===== src/rtl/fetch_npc_pkg.sv =====
package fetch_npc_pkg;
  localparam int XLEN  = 32;
  localparam int OFF_W = 16;
  localparam logic [15:0] ROM_TAG = 16'hC0DE;

  function automatic logic [XLEN-1:0] seq_addr(input logic [XLEN-1:0] cur);
    return cur + XLEN'(4);
  endfunction

  function automatic logic [XLEN-1:0] scale_off(input logic [OFF_W-1:0] off);
    return {{(XLEN-OFF_W-2){off[OFF_W-1]}}, off, 2'b00};
  endfunction

  function automatic logic [XLEN-1:0] rel_addr(input logic [XLEN-1:0] cur,
                                               input logic [OFF_W-1:0] off);
    return seq_addr(cur) + scale_off(off);
  endfunction

  function automatic logic [31:0] rom_word(input logic [15:0] k);
    return {k ^ ROM_TAG, k};
  endfunction
endpackage


===== src/rtl/fnu_pc_reg.sv =====
module fnu_pc_reg #(
  parameter int W = 32
) (
  input  logic         clk,
  input  logic         rst_n,
  input  logic [W-1:0] d,
  output logic [W-1:0] q
);
  always_ff @(posedge clk or negedge rst_n) begin
    if (!rst_n) q <= '0;
    else        q <= d;
  end
endmodule


===== src/rtl/fnu_next_pc.sv =====
module fnu_next_pc
  import fetch_npc_pkg::*;
(
  input  logic [XLEN-1:0]  cur_pc,
  input  logic             take,
  input  logic [OFF_W-1:0] off,
  output logic [XLEN-1:0]  seq_pc,
  output logic [XLEN-1:0]  br_pc,
  output logic [XLEN-1:0]  npc
);
  always_comb begin
    seq_pc = seq_addr(cur_pc);
    br_pc  = rel_addr(cur_pc, off);
    npc    = take ? br_pc : seq_pc;
  end
endmodule


===== src/rtl/fnu_imem.sv =====
module fnu_imem
  import fetch_npc_pkg::*;
#(
  parameter int AW = 6
) (
  input  logic [AW-1:0] word_idx,
  output logic [31:0]   data
);
  localparam int DEPTH = 1 << AW;

  logic [31:0] store [DEPTH];

  for (genvar g = 0; g < DEPTH; g++) begin : g_word
    assign store[g] = rom_word(16'(g));
  end

  assign data = store[word_idx];
endmodule


===== src/rtl/fetch_npc_unit.sv =====
module fetch_npc_unit
  import fetch_npc_pkg::*;
#(
  parameter int IMEM_AW = 6
) (
  input  logic        clk,
  input  logic        rst_n,
  input  logic        br_take,
  input  logic [15:0] br_offset,
  output logic [31:0] pc,
  output logic [31:0] instr
);
  localparam int IDX_LO = 2;
  localparam int IDX_HI = IMEM_AW + 1;

  logic [XLEN-1:0]    pc_q;
  logic [XLEN-1:0]    seq_pc;
  logic [XLEN-1:0]    br_pc;
  logic [XLEN-1:0]    npc;
  logic [IMEM_AW-1:0] fetch_idx;

  fnu_pc_reg #(.W(XLEN)) u_pc (
    .clk   (clk),
    .rst_n (rst_n),
    .d     (npc),
    .q     (pc_q)
  );

  fnu_next_pc u_npc (
    .cur_pc (pc_q),
    .take   (br_take),
    .off    (br_offset),
    .seq_pc (seq_pc),
    .br_pc  (br_pc),
    .npc    (npc)
  );

  assign fetch_idx = pc_q[IDX_HI:IDX_LO];

  fnu_imem #(.AW(IMEM_AW)) u_imem (
    .word_idx (fetch_idx),
    .data     (instr)
  );

  assign pc = pc_q;
endmodule


===== config.mk =====
export PLATFORM = sky130hd
export DESIGN_NAME = fetch_npc_unit
export DESIGN_NICKNAME = d
export VERILOG_FILES = /design/src/rtl/fetch_npc_pkg.sv /design/src/rtl/fnu_pc_reg.sv /design/src/rtl/fnu_next_pc.sv /design/src/rtl/fnu_imem.sv /design/src/rtl/fetch_npc_unit.sv
export SDC_FILE = /design/constraint.sdc
export NUM_CORES = 1
export LEC_CHECK = 0
export ABC_AREA = 1
export BUFFER_PORTS_ARGS = -buffer_cell sky130_fd_sc_hd__buf_2
export CAP_MARGIN = 20
export CORE_MARGIN = 3
export CORE_UTILIZATION = 55
export CTS_CLUSTER_DIAMETER = 200
export DETAILED_ROUTE_END_ITERATION = 16
export GPL_TIMING_DRIVEN = 0
export PLACE_DENSITY = 0.8
export SLEW_MARGIN = 20
export SYNTH_ARGS = -nofsm -noshare
export SYNTH_HDL_FRONTEND = slang
export SYNTH_SLANG_ARGS = --single-unit

===== constraint.sdc =====
create_clock -name clk -period 4.08 [get_ports clk]
set_input_delay 0.204 -clock clk [delete_from_list [all_inputs] [get_ports clk]]
set_output_delay 0.204 -clock clk [all_outputs]
set_load 0.02 [all_outputs]

* Yosys cells after proc, flatten, opt, wreduce, memory -nomap -nowiden
Memory sizes are Yosys's and may differ from the RTL's.
Index checks and enable logic that the tools add are counted.
** Word-level totals
- Bits in registers :: 32
- Input port bits :: 19
- Memory bits (read-only) :: 2048
- Memories kept :: 1
- Output and inout port bits :: 64
- Word-level logic and storage cells :: 9
** Cells by class
- Add/subtract/negate cells :: 2
- Magnitude comparators :: 1
- Mux-type cells :: 3
- Bitwise operators :: 1
** Memories
- (no name shown) :: depth 64, width 32, rd ports 1, clocked after memory_dff 0, write ports 0, RTL line fnu_imem.sv:17 : assign data = store[word_idx];
** Operator list (number)
- 32-bit 2-to-1 mux :: 3
- 32-bit by 3-bit adder with 32-bit output (second input constant) :: 1
- 32-bit adder :: 1
- 7-bit greater-or-equal comparator (second input constant) :: 1
- 6-bit inverter with 7-bit output :: 1

* Depth between registers and ports, before layout
- Word-level depth :: 4
- Mapped depth :: 21
- Gate-level depth less buffers :: 21

* Cells and area by module
Synthesis repeated with hierarchy kept, for this count alone.
** Second synthesis, totals
- Cells, all modules :: 747
- Area total of the unflattened synthesis :: 4554.4 µm²
** By module, submodules not included
- fnu_next_pc :: cells each 681, area an instance 3520.9 µm², seq. area each 0.0 µm², instances 1
- fnu_pc_reg :: cells each 32, area an instance 800.8 µm², seq. area each 800.8 µm², instances 1
- fnu_imem :: cells each 34, area an instance 232.7 µm², seq. area each 0.0 µm², instances 1

* Worst setup path before layout
Ideal clock, no wire load.
- Path kind :: register -> register
- From :: reg u_pc.q[3]
- To :: reg u_pc.q[26]
- Period minus slack after synthesis :: 2.674 ns
- Setup time :: 0.117 ns
- Path buffers :: 0
- Cell stages (with the launch flop) :: 18
- Data required time :: 3.963 ns
- Path slack :: 1.406 ns
- Data arrival time :: 2.557 ns
- Path through :: dfrtp_1 > ha_1 > nand2_2 > nor2_1 > nand2_2 > nor2_2 > nand2_2 > xor2_1 > ha_1 > nand2_1 > nor3_1 > nand2_1 > nor2_1 > nand2_1 > nand4_1 > nand2_1 > nand2_1 > nand2_1
** On the way
- Word-level cells in the longest chain between the ends :: 3
** Ends and longest elaborated chain
- start: declaration :: RTL line fnu_pc_reg.sv:7 : output logic [W-1:0] q
- start signal: assignment :: RTL line fnu_pc_reg.sv:10 : if (!rst_n) q <= '0;
- start signal: assignment :: RTL line fnu_pc_reg.sv:11 : else q <= d;
- 32-bit by 3-bit adder with 32-bit output (*) :: RTL line fetch_npc_pkg.sv:7 : return cur + XLEN'(4);
- 32-bit adder :: RTL line fetch_npc_pkg.sv:16 : return seq_addr(cur) + scale_off(off);
- 32-bit 2-to-1 mux (*) :: RTL line fnu_next_pc.sv:14 : npc = take ? br_pc : seq_pc;
- named net npc[26] :: RTL line fetch_npc_unit.sv:19 : logic [XLEN-1:0] npc;
The timed path passes the listed nets; every way through them passes the cells marked *.

* Worst setup path after layout
- From :: reg u_pc.q[2]
- To :: reg u_pc.q[30]
The elaborated chain is that of the path after synthesis.

==> summary.md <==
| Metric | Value |
|---|---|
| Class of the most critical setup path | flop to flop |
| Clk pin slew, worst setup/hold paths | 60 ps |
| Fraction of layout instances using a drive strength above 1 | 0.162 |
| Via count of the first global-routing pass | 3974 |
| Cell repeated most along the worst path | nand2_1 |
| Overflow left after global routing | 0 |
| Critical Path Start Type | flop |
| Clock tree sinks | 30 |
| Crit-path cells | ha_1, nand2_2, inv_1, nand3_1, nor2_1, or2_2, nand2_1, inv_1, ha_1, nand2_1, nor2_1, nand3_1, nand3b_1, nand2_1, nand2_1, nand2_1, nand3_1, nand2_1 |
| Number of flip-flops in the largest register | 30 |
| Biggest area contributors in the synthesized netlist | nand2_1 21%, dfrtp_1 18%, ha_1 11%, inv_1 8.9%, buf_4 5.7% |
| Final Max Tran Viols | 0 |
| Global-route wire length before repair | 18.3 mm |
| HPWL after DPL | 9.91 mm |
| Endpoint type of the worst setup path | flop |
| Detailed router's first-iteration violation count | 277 |
| Power per cell area | 764 nW/um^2 |
| Number of clock buffers inserted by TritonCTS | 5 |
| Maximum number of pins on one net before global-route repair | 31 |
| Max transition margin | 0.604 |
| Final hold slack | 235 ps |
| EDFF count, synth | 0 |
| Area added between synthesis and finish | 14.7% |
| Yosys top cell by area | nand2_1 |
| Synth unique cells | 33 |
| Pleak | 0.00283 uW |
| Cells after synthesis | 690 |
| Layout Skew | 6.72 ps |
| First-pass DRT Iterations | 5 |
| Clock period minus final worst setup slack | 3080 ps |
| Cells resized by post-CTS repair | 0 |
| Worst ir drop on vdd | 317 uV |
| Worst path arrival time | 3240 ps |
| Depth of the CTS H-tree | 2 |
| Count of endpoints failing hold in the final timing report | 0 |
| Die Span Y | 93.6 microns |
| Status | complete, no violations |
| Via count | 4416 |
| Largest regs | u_pc.q (30) |
| Post-synth top flop | dfrtp_1 |
| Area of the mapped netlist | 4220 sq um |
| Number of buffer cells added on primary ports | 60 |
| Diode insertion count for antenna repair | 0 |
| Core Area | 7330 sq um |
| Flip-flop and latch count after synthesis | 30 |
| Number of DRC violations after detailed routing | 0 |
| Async SR Flop Fraction | 1.00 |
| Largest stage delay, worst path | 430 ps |
| Remaining antenna violation count after routing | 0 |
| Achievable clock frequency | 325 MHz |
| Top-area cell type share of the netlist area | 0.209 |
| Required time of the worst setup path | 4250 ps |
| Critical path's slowest cell | dfrtp_1 |
| Worst slew pin tran | 594 ps |
| Routed wire length | 11.5 mm |
| Biggest fanout along the worst timing path | 6 |
| Clock latency of the later-clocked register in the worst-skew pair | 290 ps |
| # rows | 31 |
| Antenna violations before repair | 0 |
| Portion of the post-synthesis area used by sequential elements | 0.178 |
| Final cycle utilization of the critical path | 0.754 |
| Register name with the most flops | u_pc.q |
| Maximum buffer depth of the clock tree | 2 |
| CTS Root Buffer Type | clkbuf_8 |
| Worst hold path class | primary input to flop |
| TritonCTS clock tree | yes |
| Filler instances | 688 |
| Summed negative setup slack over all endpoints | 0 ps |
| Starting utilization of the core area | 0.575 |
| Final Wtd Congestion | 0.943 |
| Total number of yosys warnings | 0 |
| GRT Resource Usage Total | 0.267 |
| Final-stage net count | 834 |
| Setup-violating endpoint count in the final report | 0 |
| Vias per cell | 5.03 |
| Die area | 8760 sq um |
| Boundary Pins | 83 |
| Die width | 93.6 microns |
| Max_cap viols | 0 |
| Util after Layout | 0.660 |
| Setup repair after global routing missed its margin | no |
| WL/cell | 13.0 microns |
| Post-Syn Area per Cell | 6.11 sq um |
==> placed cells by master (no fill, tap or decap), types with 2 or more instances in the layout <==
| cell type | Yosys | routed |
|---|---|---|
| nand2_2 | 5 | 5 |
| nor3_4 | 2 | 2 |
| dfrtp_1 | 30 | 30 |
| and2_1 | 2 | 2 |
| buf_2 | 0 | 60 |
| conb_1 | 2 | 22 |
| nand2_1 | 235 | 235 |
| or2_2 | 3 | 3 |
| nand2_4 | 2 | 2 |
| nand3b_1 | 6 | 6 |
| clkinv_2 | 0 | 2 |
| xnor2_1 | 14 | 14 |
| clkbuf_8 | 0 | 5 |
| clkbuf_1 | 4 | 4 |
| inv_1 | 100 | 100 |
| nor2_2 | 2 | 2 |
| inv_2 | 2 | 2 |
| xor2_2 | 2 | 2 |
| nor2_1 | 56 | 56 |
| nor3_1 | 10 | 10 |
| ha_1 | 36 | 36 |
| buf_4 | 32 | 32 |
| xor2_1 | 19 | 19 |
| nand3_1 | 46 | 46 |
| a21oi_1 | 27 | 27 |
| a31oi_1 | 2 | 2 |
| nand4_1 | 9 | 9 |
| o21ai_0 | 25 | 25 |
| o21bai_1 | 5 | 5 |
| nor2_4 | 6 | 6 |
==> cells in the mapped netlist, types with 3 or more instances <==
master    count
clkbuf_1      4
nand2_1     235
inv_1       100
dfrtp_1      30
o21bai_1      5
o21ai_0      25
nand3b_1      6
nor2_4        6
or2_2         3
xor2_1       19
nand4_1       9
buf_4        32
nand3_1      46
a21oi_1      27
xnor2_1      14
ha_1         36
nor2_1       56
nand2_2       5
nor3_1       10
==> cell type report <==
type | instances | area, sq um | area share
multi-input combinational | 541 | 2900 | 0.600
sequential | 30 | 751 | 0.155
inverter | 103 | 387 | 0.0799
timing repair buffer | 61 | 310 | 0.0642
buffer | 36 | 255 | 0.0528
tap | 99 | 124 | 0.0256
clock buffer | 5 | 68.8 | 0.0142
clock inverter | 3 | 40.0 | 0.00828
==> critical path: cells and delay by family (launching register included) <==
family	cells	cell delay [ps]
DFF	1	430
adders and majority gates	2	600
and+or+nand+nor	14	1790
buffers and inverters	2	120
==> power by group <==
group	internal, uW	total [uW]	switching (uW)
Clock	179	287	108
Sequential	449	633	184
Combinational	967	2780	1810
==> final timing paths <==
kind | start | end | slack [ps] | cells past startpoint
worst max-delay path | u_pc.q[2] | u_pc.q[30] | 1000 | 18
worst min-delay path | br_take | u_pc.q[17] | 230 | 3
worst max register to register | u_pc.q[2] | u_pc.q[30] | 1000 | 18
worst min register to register | u_pc.q[2] | u_pc.q[2] | 610 | 1
max in group asynchronous | rst_n | u_pc.q[3] | 3240 | 2
min in group asynchronous | rst_n | u_pc.q[18] | 460 | 2
==> logic make-up after synthesis <==
logic type,synth area share
buffers and inverters,0.152
xor gates and xnor gates,0.0762
and+or+nand+nor,0.405
DFF,0.178
other,0.00178
adders and majority gates,0.112
AOI/OAI and AO/OA,0.0753
==> through the flow <==
stage	area (sq um)	power, uW	worst slack, ps	cells
after floorplan	4290	2630	1410	710
after global placement	4720	3310	1110	869
after detailed placement	4720	3360	1050	869
after CTS	4840	3660	1020	878
after global routing	4840	4070	656	878
final	4840	3700	1000	878
==> repair_timing <==
action / 4_1_cts / 5_1_grt
endpoints found under the hold margin: 30 / 0
hold buffers: 1 / 0
setup buffers: 0 / 0
==> routing by layer <==
metal,up-vias,part of all wire,track usage
met1,1931,0.45,0.357
li1,2287,-,-
met3,21,0.087,0.0636
met2,177,0.44,0.419
met4,0,0.023,0.0963
met5,-,0,0
Power figures use the tool's default switching activity.
